File: src/rtl/audio_dec_pkg.sv
package audio_dec_pkg;

  typedef enum logic [1:0] {
    TGT_BANK = 2'd0,
    TGT_CTRL = 2'd1,
    TGT_CFG  = 2'd2
  } tgt_e;

  localparam logic [5:0] CTRL_ADDR = 6'h0C;
  localparam logic [7:0] MAGIC_ON  = 8'h3F;
  localparam logic [7:0] MAGIC_OFF = 8'h00;
  localparam logic [7:0] ID_VALUE  = 8'h01;

  localparam logic [3:0] CO_MODE  = 4'h0;
  localparam logic [3:0] CO_CAPS  = 4'h1;
  localparam logic [3:0] CO_VER   = 4'h4;
  localparam logic [3:0] CO_SEC   = 4'h5;
  localparam logic [3:0] CO_ALT   = 4'h6;
  localparam logic [3:0] CO_RESTR = 4'h7;

  function automatic int phys_banks(input logic [1:0] code);
    case (code)
      2'd3:    return 4;
      2'd0:    return 1;
      default: return 2;
    endcase
  endfunction

endpackage

File: src/rtl/adec_map.sv
module adec_map
  import audio_dec_pkg::*;
#(
  parameter int NPHYS = 4
) (
  input  logic [5:0] addr,
  input  logic       cfg_on,
  output tgt_e       tgt,
  output logic [1:0] pbank,
  output logic [3:0] off
);
  localparam logic [1:0] BMASK = (NPHYS == 4) ? 2'b11 :
                                 (NPHYS == 2) ? 2'b01 : 2'b00;

  always_comb begin
    off   = addr[3:0];
    pbank = addr[5:4] & BMASK;
    if (addr == CTRL_ADDR)
      tgt = TGT_CTRL;
    else if (cfg_on && addr[5:4] == 2'b01)
      tgt = TGT_CFG;
    else
      tgt = TGT_BANK;
  end
endmodule

File: src/rtl/adec_banks.sv
module adec_banks #(
  parameter int NPHYS = 4,
  parameter int DW    = 8,
  parameter int DEPTH = 16
) (
  input  logic                      clk,
  input  logic                      rst,
  input  logic                      we,
  input  logic [1:0]                wbank,
  input  logic [$clog2(DEPTH)-1:0]  woff,
  input  logic [DW-1:0]             wdata,
  input  logic [1:0]                rbank,
  input  logic [$clog2(DEPTH)-1:0]  roff,
  output logic [DW-1:0]             rdata,
  output logic [NPHYS-1:0][DW-1:0]  tap0
);
  logic [DW-1:0] bank_rd [NPHYS];

  for (genvar b = 0; b < NPHYS; b++) begin : g_bank
    logic [DW-1:0] mem [DEPTH];
    always_ff @(posedge clk) begin
      if (rst) begin
        for (int k = 0; k < DEPTH; k++) mem[k] <= '0;
      end else if (we && wbank == 2'(b)) begin
        mem[woff] <= wdata;
      end
    end
    assign bank_rd[b] = mem[roff];
    assign tap0[b]    = mem[0];
  end

  always_comb begin
    rdata = '0;
    for (int b = 0; b < NPHYS; b++)
      if (rbank == 2'(b)) rdata = bank_rd[b];
  end
endmodule

File: src/rtl/adec_cfg.sv
module adec_cfg
  import audio_dec_pkg::*;
#(
  parameter logic [7:0]  CAPS    = 8'h1F,
  parameter logic [63:0] VERSION = "CFGW0102"
) (
  input  logic       clk,
  input  logic       rst,
  input  logic       we,
  input  logic [3:0] woff,
  input  logic [7:0] wdata,
  input  logic [3:0] roff,
  output logic [7:0] rdata,
  output logic       chip_split
);
  logic [7:0] mode_q, sec_q, alt_q, restr_q;
  logic [2:0] vidx_q;

  always_ff @(posedge clk) begin
    if (rst) begin
      mode_q  <= '0;
      sec_q   <= '0;
      alt_q   <= '0;
      restr_q <= '0;
      vidx_q  <= '0;
    end else if (we) begin
      case (woff)
        CO_MODE:  mode_q  <= wdata;
        CO_VER:   vidx_q  <= wdata[2:0];
        CO_SEC:   sec_q   <= wdata;
        CO_ALT:   alt_q   <= wdata;
        CO_RESTR: restr_q <= wdata;
        default:  ;
      endcase
    end
  end

  always_comb begin
    case (roff)
      CO_MODE:  rdata = mode_q;
      CO_CAPS:  rdata = CAPS;
      CO_VER:   rdata = VERSION[8*(7 - int'(vidx_q)) +: 8];
      CO_SEC:   rdata = sec_q;
      CO_ALT:   rdata = alt_q;
      CO_RESTR: rdata = restr_q;
      default:  rdata = 8'h00;
    endcase
  end

  assign chip_split = (sec_q[3:2] == 2'b11);
endmodule

File: src/rtl/audio_cfg_decoder.sv
module audio_cfg_decoder
  import audio_dec_pkg::*;
#(
  parameter logic [7:0]  CAPS    = 8'h1F,
  parameter logic [63:0] VERSION = "CFGW0102",
  parameter int          DW      = 8
) (
  input  logic          clk,
  input  logic          rst,
  input  logic          bus_wr,
  input  logic          bus_rd,
  input  logic [5:0]    bus_addr,
  input  logic [DW-1:0] bus_wdata,
  output logic [DW-1:0] bus_rdata,
  output logic [DW:0]   left_sum,
  output logic [DW:0]   right_sum,
  output logic          chip_split
);
  localparam int NPHYS = phys_banks(CAPS[1:0]);

  logic                     cfg_on;
  tgt_e                     tgt;
  logic [1:0]               pbank;
  logic [3:0]               off;
  logic [DW-1:0]            bank_rdata, cfg_rdata;
  logic [NPHYS-1:0][DW-1:0] tap0;

  always_ff @(posedge clk) begin
    if (rst) cfg_on <= 1'b0;
    else if (bus_wr && tgt == TGT_CTRL) begin
      if (bus_wdata == MAGIC_ON)       cfg_on <= 1'b1;
      else if (bus_wdata == MAGIC_OFF) cfg_on <= 1'b0;
    end
  end

  adec_map #(.NPHYS(NPHYS)) u_map (
    .addr(bus_addr), .cfg_on(cfg_on), .tgt(tgt), .pbank(pbank), .off(off)
  );

  adec_banks #(.NPHYS(NPHYS), .DW(DW), .DEPTH(16)) u_banks (
    .clk(clk), .rst(rst),
    .we(bus_wr && tgt == TGT_BANK), .wbank(pbank), .woff(off),
    .wdata(bus_wdata), .rbank(pbank), .roff(off),
    .rdata(bank_rdata), .tap0(tap0)
  );

  adec_cfg #(.CAPS(CAPS), .VERSION(VERSION)) u_cfg (
    .clk(clk), .rst(rst),
    .we(bus_wr && tgt == TGT_CFG), .woff(off), .wdata(bus_wdata[7:0]),
    .roff(off), .rdata(cfg_rdata), .chip_split(chip_split)
  );

  always_ff @(posedge clk) begin
    if (rst) bus_rdata <= '0;
    else if (bus_rd) begin
      case (tgt)
        TGT_CTRL: bus_rdata <= DW'(ID_VALUE);
        TGT_CFG:  bus_rdata <= cfg_rdata;
        default:  bus_rdata <= bank_rdata;
      endcase
    end
  end

  logic [DW:0] left_d, right_d;
  if (NPHYS == 4) begin : g_quad
    assign left_d  = {1'b0, tap0[0]} + {1'b0, tap0[2]};
    assign right_d = {1'b0, tap0[1]} + {1'b0, tap0[3]};
  end else if (NPHYS == 2) begin : g_stereo
    assign left_d  = {1'b0, tap0[0]};
    assign right_d = {1'b0, tap0[1]};
  end else begin : g_mono
    assign left_d  = {1'b0, tap0[0]};
    assign right_d = {1'b0, tap0[0]};
  end

  always_ff @(posedge clk) begin
    if (rst) begin
      left_sum  <= '0;
      right_sum <= '0;
    end else begin
      left_sum  <= left_d;
      right_sum <= right_d;
    end
  end
endmodule

File: config.mk
export PLATFORM = sky130hd
export DESIGN_NAME = audio_cfg_decoder
export DESIGN_NICKNAME = d
export VERILOG_FILES = /design/src/rtl/audio_dec_pkg.sv /design/src/rtl/adec_map.sv /design/src/rtl/adec_banks.sv /design/src/rtl/adec_cfg.sv /design/src/rtl/audio_cfg_decoder.sv
export SDC_FILE = /design/constraint.sdc
export NUM_CORES = 1
export LEC_CHECK = 0
export CORE_MARGIN = 2
export CORE_UTILIZATION = 25
export DETAILED_ROUTE_END_ITERATION = 8
export DONT_BUFFER_PORTS = 1
export SLEW_MARGIN = 20
export SYNTH_ARGS = -nofsm -noshare
export SYNTH_HDL_FRONTEND = slang
export SYNTH_SLANG_ARGS = --single-unit
File: constraint.sdc
create_clock -name clk -period 3.2 [get_ports clk]
set_clock_uncertainty 0.15 [all_clocks]
set_input_delay 0.64 -clock clk [delete_from_list [all_inputs] [get_ports clk]]
set_output_delay 0.64 -clock clk [all_outputs]
set_load 0.02 [all_outputs]
==> key figures, run 1 <==
Run status
  • Status: complete, no violations

Clock network
  • H-tree levels: 2
  • Post-CTS setup buffer count: 0
  • Hold-fix buffers at CTS: 6
  • # resized after CTS: 0
  • Clock Tree Buf Depth: 3
  • CTS tree: done
  • Num CTS Buffers: between 60 and 70
  • CTS sink cnt: 574
  • CTS root buf: clkbuf_16
  • Clock latency at the later pin of the worst-skew pair: 0.66 ns
  • Clock transition at path regs: ~0.06 ns

Timing
  • RSZ-0062 raised after global routing: no
  • Setup WS post-layout: 0.6540 ns
  • Final setup violation count: 0
  • Rel. slew slack: 28.14%
  • Max Fclk: roughly 0.39 GHz
  • Final Hold Fails: 0
  • Setup_tns: 0 ns
  • Fin crit share: 79.56%
  • Post-route minimum period: 2.546 ns
  • Final Max Tran Viols: 0
  • Slew @ Worst Pin: roughly 1.1 ns

Synth
  • Post-Synth Simple-Gate Area: 15.98%
  • Largest family of logic cells by synthesized area: simple AND/OR/NAND/NOR gates
  • Mean post-synth cell area: 14.06 um^2
  • Syn Inst Count: between 1,500 and 2,000
  • Ys async rst share: 0%
  • Number of enable flip-flop cells after synthesis: 512
  • XOR/XNOR Fraction of Synth Area: less than 1%
  • Compound-Gate Fraction of Synth Area: 5.033%
  • Synth Warn #: 0
  • Seq/Total Area, Yosys: 62.17%
  • Mapped Area: 0.02673 mm^2
  • Multiplexer share of the synthesized area: 12.73%
  • FF+latch count, synth: between 500 and 600
  • Netlist cell types: 69
  • Synth Area in Adders: 0.8989%
  • Top FF cell, synth: edfxtp_1

Critical path
  • RR Endpoint: right_sum[7]$_SDFF_PP0_
  • WS Path Type: reg2reg
  • CP endpoint kind: flop
  • Worst reg2reg startpoint: u_banks.g_bank[1].mem[0][1]$_SDFFCE_PN0P_
  • Reg-to-reg slack, setup: 0.65 ns
  • CP Launch Type: flop
  • CP peak stage delay: around 0.60 ns
  • Largest fanout on the critical path: 3
  • Crit path cell chain: ha_1 -> a21o_1 -> a21oi_1 -> o21bai_1 -> a2111oi_0 -> o31ai_1 -> nor3b_1
  • Reg2reg path depth: 7
  • Crit path arrival time: roughly 2.9 ns
  • Worst endpoint required time: around 3.5 ns
  • Slowest cell on the critical path: a2111oi_0

Layout
  • Area delta synth->final: 14.56%
  • Most frequent cells in the layout: edfxtp_1 (512), and2_1 (475), mux4_2 (125)
  • Layout cells sized above 1: between 15 and 20%
  • Commonest non-fill, non-tap cell in the layout: edfxtp_1
  • Fill cells: ~11,000
  • Nets: 1,960
  • Final core utilization: 28.96%
  • Reg area: 0.01662 mm^2
  • Area of the multi-input gates: 0.009361 mm^2

Global route
  • Initial antenna violation count: 5
  • First-pass GRT wire length: 109,500 um
  • Total GRT Usage: 13.51%
  • Number of global-route vias before repair: 16,243
  • Largest net degree at the start of global routing: 154
  • Gr ovfl total: 0

Routing
  • Initial DRC Count: 1,921
  • DR vias/cell: 4.794
  • Post-route ant nets: 0
  • Routed vias: around 16,000
  • Drc violations: 0
  • Wire per inst: about 22 um
  • WL final: 74,940 um
  • Drt first pass iters: 7

Pwr
  • PD cells: 557.3 mW/mm^2
  • Tot Pwr: between 0.015 and 0.02 W
  • Pleak: 10.41 nW
  • Worst IR drop on VDD: 0.0004752 V

Worst hold path
  • HP Start: bus_wdata[7]
  • WHS Endpoint: u_banks.g_bank[3].mem[6][7]$_SDFFCE_PN0P_
  • Min-Delay Path Class: in2reg
  • Hold Path Stages: 1

Place
  • Pre-CTS setup slack: 0.3771 ns
  • IO Port Bufs: 0
  • Detailed placement HPWL: 46,120 um
  • Final Wtd Congestion: 0.8419

Floorplanning
  • Core Region: 0.1057 mm^2
  • IO Count: 45
  • DIE AREA: 0.1095 mm^2
  • Initial Util: 25.28%
  • Die Height: 331.0 um
  • Site Rows: roughly 120
  • Die width: 331.0 um

Flow run
  • Max cap viols: 0
[cells by family (layout without fill, tap and decap cells)]
family / after synthesis / in the layout
other: 1 / 11
buffers and inverters: 161 / 230
multiplexers: 183 / 183
XOR/XNOR: 8 / 8
adder cells (fa/ha/maj): 18 / 18
flip-flops: 574 / 574
AND/OR/NAND/NOR: 745 / 745
AO/OA/AOI/OAI: 211 / 211
[worst max path at each step]
stage                                         startpoint                                    endpoint
2_1_floorplan                                bus_addr[2]  u_banks.g_bank[0].mem[15][0]$_SDFFCE_PN0P_
3_3_place_gp                                 bus_addr[3]                   bus_rdata[4]$_SDFFE_PP0P_
3_5_place_dp                                 bus_addr[3]                   bus_rdata[4]$_SDFFE_PP0P_
4_1_cts        u_banks.g_bank[0].mem[0][1]$_SDFFCE_PN0P_                      left_sum[7]$_SDFF_PP0_
5_1_grt        u_banks.g_bank[0].mem[0][1]$_SDFFCE_PN0P_                      left_sum[7]$_SDFF_PP0_
6_report       u_banks.g_bank[1].mem[0][1]$_SDFFCE_PN0P_                     right_sum[7]$_SDFF_PP0_
[Yosys cell counts (12+ instances only)]
cell type	n	area, um^2
buf_6	13	146.4
dfxtp_1	62	1241
mux4_2	125	2815
ha_1	16	200.2
nor2b_1	17	106.4
nor3_1	16	80.08
a21oi_1	35	175.2
buf_4	12	90.09
inv_1	12	45.04
clkbuf_1	94	352.8
o21ai_0	75	375.4
nand3_1	12	60.06
mux2i_1	52	520.5
nand2_1	32	120.1
and3_1	34	212.7
and2_1	475	2972
nor2_1	121	454.2
edfxtp_1	512	15370
a22oi_1	34	255.2
buf_2	24	120.1
[metrics by stage]
step	hold WS (ns)	instance area (um^2)	instances
5_1_grt	0.01088	30610	3368
3_3_place_gp	0.3231	28490	3246
4_1_cts	0.004244	30610	3368
6_report	0.03224	30620	3371
3_5_place_dp	0.3356	28490	3246
2_1_floorplan	0.3044	26750	1908
[layer usage]
metal | vias up | share of wire, % | global-route usage (%)
li1 | 7071 | - | -
met1 | 8277 | 41 | 18.01
met2 | 683 | 46 | 21.24
met3 | 123 | 10 | 3.887
met4 | 6 | 3.0 | 4.113
met5 | - | 0.053 | 0
[state kept, by name, indices dropped and copies added (netlist names), 8 cells and up]
name,flops
bus_rdata,8
left_sum,9
right_sum,9
u_banks.g_bank.mem,512
u_cfg.alt_q,8
u_cfg.mode_q,8
u_cfg.restr_q,8
u_cfg.sec_q,8
[power breakdown]
part           total [W]  internal [W]  switching [W]
logic            0.00106      0.000484       0.000580
registers        0.00873       0.00853       0.000206
clock network    0.00727       0.00426        0.00301
total             0.0171        0.0133        0.00379
[area by class of cell]
| cell class | instances | share of cell area [%] |
|---|---|---|
| Sequential cell | 574 | 54.27 |
| Multi-Input combinational cell | 1173 | 30.58 |
| Tap cell | 1391 | 5.685 |
| Clock buffer | 86 | 5.390 |
| Timing Repair Buffer | 101 | 2.566 |
| Clock inverter | 30 | 1.328 |
| Inverter | 13 | 0.1594 |
| Antenna cell | 3 | 0.02452 |
[critical path: cells and delay by family, from the launching register on]
family,cells,cell delay [ns]
simple gates,1,0.17
fa+ha+maj,1,0.34
flops,1,0.47
compound gates,5,1.25
Note: power is estimated with default switching activity, not from simulation.
==> run 2, diff against run 1 <==
==> constraint.sdc (replaced) <==
create_clock -name clk -period 2.5 [get_ports clk]
set_clock_uncertainty 0.15 [all_clocks]
set_input_delay 0.5 -clock clk [delete_from_list [all_inputs] [get_ports clk]]
set_output_delay 0.5 -clock clk [all_outputs]
set_load 0.02 [all_outputs]
==> run 2 against run 1 <==
Fmax rose by 6.6%. Routed wire length rose by 3.0%. Worst setup slack got worse by 0.54 ns. Largest cell class unchanged. Sequential share of layout area is 1.1 points lower. Largest power group unchanged. Combinational power up 54%. Utilization up 0.62 points. Die area is the same. Non-clock buffer count rose by 59. Clock-buffer cell count fell by 14. Critical endpoint is now bus_rdata[6]$_SDFFE_PP0P_.
==> key figures, run 2 (synthesis gave the netlist of run 1 again) <==
Pwr
  • PD cells: 701.1 mW/mm^2
  • Seq pwr share: 50.9%
  • Switching share of power: a little under a quarter
  • Pleak: 10.76 nW
  • Clock share of power: 41.7%
  • Tot Pwr: 0.02193 W
  • Worst IR drop on VDD: 0.0006508 V
  • Switching power: 0.005031 W
  • Combinational share of power: 7.4%
  • Internal power: 0.01690 W

Critical path
  • Largest fanout on the critical path: 1
  • WS Path Type: reg2reg
  • Crit path arrival time: 2.74 ns
  • Worst endpoint required time: 2.86 ns
  • CP endpoint kind: flop
  • CP Launch Type: flop

Global route
  • First-pass GRT wire length: roughly 110,000 um
  • Number of global-route vias before repair: 16,817
  • Gr ovfl total: 0
  • Initial antenna violation count: 5
  • Total GRT Usage: 14.02%
  • Largest net degree at the start of global routing: roughly 150

Place
  • Detailed placement HPWL: 46,700 um
  • Placed insts: 3,290
  • Final Wtd Congestion: 0.8625
  • IO Port Bufs: 0

Floorplanning
  • IO Count: 45
  • DIE AREA: 0.1095 mm^2
  • Core Region: 0.1057 mm^2
  • Die Height: around 330 um
  • Initial Util: 25.28%
  • Die width: 331.0 um
  • Site Rows: between 100 and 150

Timing
  • Slew @ Worst Pin: approximately 0.80 ns
  • Post-route minimum period: 2.388 ns
  • Final setup violation count: 0
  • RSZ-0062 raised after global routing: no
  • Max Fclk: 0.4187 GHz
  • Fin crit share: 95.53%
  • Hold WS: 0.03354 ns
  • Final Hold Fails: 0
  • Rel. slew slack: approximately 46%
  • Final Max Tran Viols: 0

Layout
  • Nets: 2,018
  • Commonest non-fill, non-tap cell in the layout: edfxtp_1
  • Max reg flops: 512
  • Most frequent cells in the layout: edfxtp_1 (512), and2_1 (475), buf_4 (134)
  • Final cell count without fillers: 3,422
  • Biggest register: u_banks.g_bank.mem
  • Layout cells sized above 1: 19.32%
  • Area delta synth->final: 17.02%
  • Fill cells: ~10,000
  • Largest registers: u_banks.g_bank.mem: 512 flops, left_sum: 9 flops, right_sum: 9 flops

Clock network
  • CTS root buf: clkbuf_16
  • Clock Tree Buf Depth: 3
  • Clock latency at the later pin of the worst-skew pair: roughly 0.65 ns
  • H-tree levels: 2
  • CTS sink cnt: ~570
  • Num CTS Buffers: 60
  • Clock transition at path regs: 0.07 ns
  • Post-CTS setup buffer count: 0
  • CTS tree: done

Routing
  • Wire per inst: approximately 23 um
  • Initial DRC Count: 1,704
  • Drt first pass iters: 6
  • WL final: just under 80,000 um
  • Drc violations: 0
  • Routed vias: 16,484
  • DR vias/cell: slightly below 5
  • Post-route ant nets: 0

Run status
  • Status: complete, no violations

Worst hold path
  • Min-Delay Path Class: in2reg

Flow run
  • Max cap viols: 0
## run 2: repair_timing
| item | 4_1_cts | 5_1_grt |
|---|---|---|
| endpoints found under the hold margin | 568 | 0 |
| hold buffers | 22 | 0 |
| gates resized for setup | 0 | 7 |
| endpoints found under the setup margin | 0 | 3 |
## run 2: per-layer routing
layer	global-route usage [%]	share of wire [%]	vias up
li1	-	-	7210
met1	18.14	40	8409
met2	22.71	47	728
met3	4.000	10	137
met4	4.289	2.9	0
met5	0	0	-
## run 2: cell type report
cell class                 instances  area [um^2]  area share, %
timing repair buffer             160         1465          4.685
clock buffer                      72         1567          5.009
inverter                          13        48.80         0.1560
clock inverter                    37        420.4          1.344
multi-input combinational       1173         9413          30.10
antenna                            2        5.005        0.01600
sequential                       574        16620          53.13
tap                             1391         1740          5.565
## run 2: metrics by stage
step	utilization, %	setup slack, ns	instance area [um^2]	TNS (ns)
floorplan	-	-0.1760	26770	-4.739
global placement	27.31	-0.1702	28880	-1.395
detailed placement	27.31	-0.08620	28880	-0.7115
CTS	29.55	0.03373	31240	0
global route	29.58	0.005010	31280	0
finish	29.58	0.1116	31280	0
## run 2: power groups by stage
stage | logic [W] | clock network (W) | registers (W)
after CTS | 0.00161 | 0.00927 | 0.0112
after floorplan | 0.00110 | 0 | 0.0113
after global placement | 0.00133 | 0 | 0.0113
final | 0.00163 | 0.00914 | 0.0112
after detailed placement | 0.00135 | 0 | 0.0114
after global routing | 0.00172 | 0.00960 | 0.0112
## run 2: worst max-delay path, stage by stage, from the launching register on
cell and delay (ns):
edfxtp_1 0.37, mux4_2 0.52, a22oi_1 0.30, a21oi_1 0.20, nor4_1 0.56, o21ai_1 0.13
## run 2: final timing paths
path | from | end | slack [ns] | cells after the start
max | u_banks.g_bank[3].mem[15][6]$_SDFFCE_PN0P_ | bus_rdata[6]$_SDFFE_PP0P_ | 0.11 | 5
max reg2reg | u_banks.g_bank[3].mem[15][6]$_SDFFCE_PN0P_ | bus_rdata[6]$_SDFFE_PP0P_ | 0.11 | 5
min reg2reg | u_cfg.sec_q[0]$_SDFFE_PP0P_ | u_cfg.sec_q[0]$_SDFFE_PP0P_ | 0.35 | 2
min | bus_rd | bus_rdata[0]$_SDFFE_PP0P_ | 0.03 | 3
==> run 3, diff against run 2 <==
--- a/config.mk
+++ b/config.mk
@@ -5,6 +5,7 @@
 export SDC_FILE = /design/constraint.sdc
 export NUM_CORES = 1
 export LEC_CHECK = 0
+export CORE_ASPECT_RATIO = 0.75
 export CORE_MARGIN = 2
 export CORE_UTILIZATION = 25
 export DETAILED_ROUTE_END_ITERATION = 8
==> constraint.sdc (replaced) <==
create_clock -name clk -period 2.61 [get_ports clk]
set_clock_uncertainty 0.15 [all_clocks]
set_input_delay 0.522 -clock clk [delete_from_list [all_inputs] [get_ports clk]]
set_output_delay 0.522 -clock clk [all_outputs]
set_load 0.02 [all_outputs]
==> run 3 against run 2 <==
Clock-buffer cell count is 2 lower. Combinational power is 4% lower. Highest routed layer is now met5. Critical path depth is 2 higher. First-iteration DRC count is 25% higher. Largest power group unchanged. Worst setup slack better by 0.010 ns. Clock power is 9.2% lower. Utilization is 0.23 points lower. Cell area is 0.80% lower. Non-clock buffer count is 11 lower.
==> key figures, run 3 (synthesis gave the netlist of run 1 again) <==
Routing
  • Drt first pass iters: 5
  • DR vias/cell: slightly below 5
  • Initial DRC Count: 2,123
  • Wire per inst: 22.73 um
  • Drc violations: 0
  • Post-route ant nets: 0
  • WL final: roughly 78,000 um
  • Routed vias: around 17,000

Place
  • IO Port Bufs: 0
  • Pre-CTS setup slack: -0.02091 ns
  • Placed instance area: 0.02888 mm^2
  • Final Wtd Congestion: about 0.88
  • Placed insts: 3,312
  • Detailed placement HPWL: 49,610 um

Timing
  • RSZ-0062 raised after global routing: no
  • Final Max Tran Viols: 0
  • Max Fclk: 0.4020 GHz
  • Setup WS post-layout: 0.1221 ns
  • Slew @ Worst Pin: 0.7800 ns
  • Hold WS: approximately 0.029 ns
  • Rel. slew slack: between 40% and 50%
  • Fin crit share: 95.32%
  • Post-route minimum period: 2.488 ns
  • Final Hold Fails: 0
  • Final setup violation count: 0

Floorplanning
  • Site Rows: 103
  • IO Count: 45
  • Die Height: 287.2 um
  • Die width: 381.5 um
  • Initial Util: 25.29%
  • Core Region: 0.1057 mm^2
  • DIE AREA: between 0.1 and 0.15 mm^2

Global route
  • Met3 Use GR: under 10%
  • Gr ovfl total: 0
  • GR Util met2: 20.07%
  • Initial antenna violation count: 6
  • First-pass GRT wire length: 114,400 um
  • Number of global-route vias before repair: about 16,000
  • Total GRT Usage: 14.04%
  • Met1 usage: 20.38%
  • Largest net degree at the start of global routing: 154
  • GR peak layer: met1

Layout
  • Fill cells: 10,638
  • Layout cells sized above 1: 18.47%
  • Final cell count without fillers: 3,433
  • Nets: 2,004
  • Final instance area: between 0.03 and 0.04 mm^2
  • Commonest non-fill, non-tap cell in the layout: edfxtp_1
  • Most frequent cells in the layout: edfxtp_1 (512), and2_1 (475), buf_4 (130)
  • Max reg flops: just over 500
  • Biggest register: u_banks.g_bank.mem
  • Area delta synth->final: 16.09%
  • Largest registers: u_banks.g_bank.mem: 512 flops, left_sum: 9 flops, right_sum: 9 flops

Pwr
  • Combinational share of power: 7.6%
  • Switching power: 0.004770 W
  • PD cells: 663.6 mW/mm^2
  • Seq pwr share: 52.1%
  • Internal power: 0.01582 W
  • Tot Pwr: roughly 0.021 W
  • Clock share of power: ~40%
  • Pleak: ~11 nW
  • Switching share of power: 23.17%
  • Worst IR drop on VDD: just over 0.0005 V

Run status
  • Status: complete, no violations

Critical path
  • Worst endpoint required time: about 3 ns
  • Largest fanout on the critical path: 3
  • Slowest cell on the critical path: a2111oi_1
  • WS Path Type: reg2reg
  • CP peak stage delay: 0.56 ns
  • Cell family with most CP delay: compound AO/OA/AOI/OAI gates
  • CP bufs+invs: 0
  • CP Launch Type: flop
  • Crit path cell chain: ha_1 -> a21o_1 -> a21oi_1 -> o21ai_0 -> a2111oi_1 -> nor4_1 -> nor3_1
  • CP endpoint kind: flop
  • Crit path arrival time: 2.87 ns

Clock network
  • CTS root buf: clkbuf_16
  • CTS sink cnt: 574
  • Clock Tree Buf Depth: 3
  • CTS tree: done
  • H-tree levels: 2
  • Post-CTS setup buffer count: 0
  • Clock latency at the later pin of the worst-skew pair: roughly 0.63 ns
  • Num CTS Buffers: 57
  • Clock transition at path regs: 0.07 ns

Worst hold path
  • Min-Delay Path Class: in2reg

Flow run
  • Max cap viols: 0
==> run 3: changes by cell type in the layout (fill, tap and decap cells not counted), sizes merged <==
| cell | change |
|---|---|
| inv | -2 |
| clkinvlp | -2 |
| dlygate4sd3 | -7 |
| buf | -4 |
| clkbuf | -2 |
| bufinv | -2 |
| clkinv | +4 |
==> run 3: cell type report <==
cell class / instances / area, um^2 / share of cell area (%)
clock buffers: 70 / 1518 / 4.892
diodes: 2 / 5.005 / 0.01613
inverters: 13 / 48.80 / 0.1573
flip-flops and latches: 574 / 16620 / 53.56
clock inverters: 35 / 321.6 / 1.036
multi-input cells: 1173 / 9369 / 30.20
well taps: 1417 / 1773 / 5.715
repair buffers: 149 / 1374 / 4.428
==> run 3: tightest hold or removal path: stages <==
cell,delay (ns)
nand3_1,0.07
or3_1,0.11
a21oi_1,0.06
==> run 3: final timing paths <==
path	start	end	cells after the start	slack, ns
max	u_banks.g_bank[2].mem[0][1]$_SDFFCE_PN0P_	left_sum[7]$_SDFF_PP0_	7	0.12
max reg2reg	u_banks.g_bank[2].mem[0][1]$_SDFFCE_PN0P_	left_sum[7]$_SDFF_PP0_	7	0.12
min reg2reg	u_cfg.mode_q[2]$_SDFFE_PP0P_	u_cfg.mode_q[2]$_SDFFE_PP0P_	2	0.36
min	bus_wr	cfg_on$_SDFFE_PP0P_	3	0.03
==> run 3: routing by layer <==
layer	routed length (um)	part of all wire, %
met4	1916	2.5
met3	8530	11
met1	34710	44
met5	44	0.056
met2	32840	42
==> run 3: stage by stage <==
stage	util [%]	TNS, ns
floorplan	-	-4.664
global placement	27.32	0
detailed placement	27.32	-0.02091
CTS	29.35	0
global route	29.35	0
finish	29.36	0
==> run 3: timing repair <==
action                                  in CTS  in global routing
gates resized for setup                      0                  3
hold buffers                                14                  0
endpoints found under the hold margin      572                  0
endpoints found under the setup margin       0                  2
==> run 3: power groups by stage <==
stage | combinational [W] | sequential [W] | clock [W]
floorplan | 0.00105 | 0.0108 | 0
global placement | 0.00130 | 0.0109 | 0
detailed placement | 0.00132 | 0.0109 | 0
CTS | 0.00155 | 0.0107 | 0.00841
global route | 0.00165 | 0.0108 | 0.00876
finish | 0.00157 | 0.0107 | 0.00830
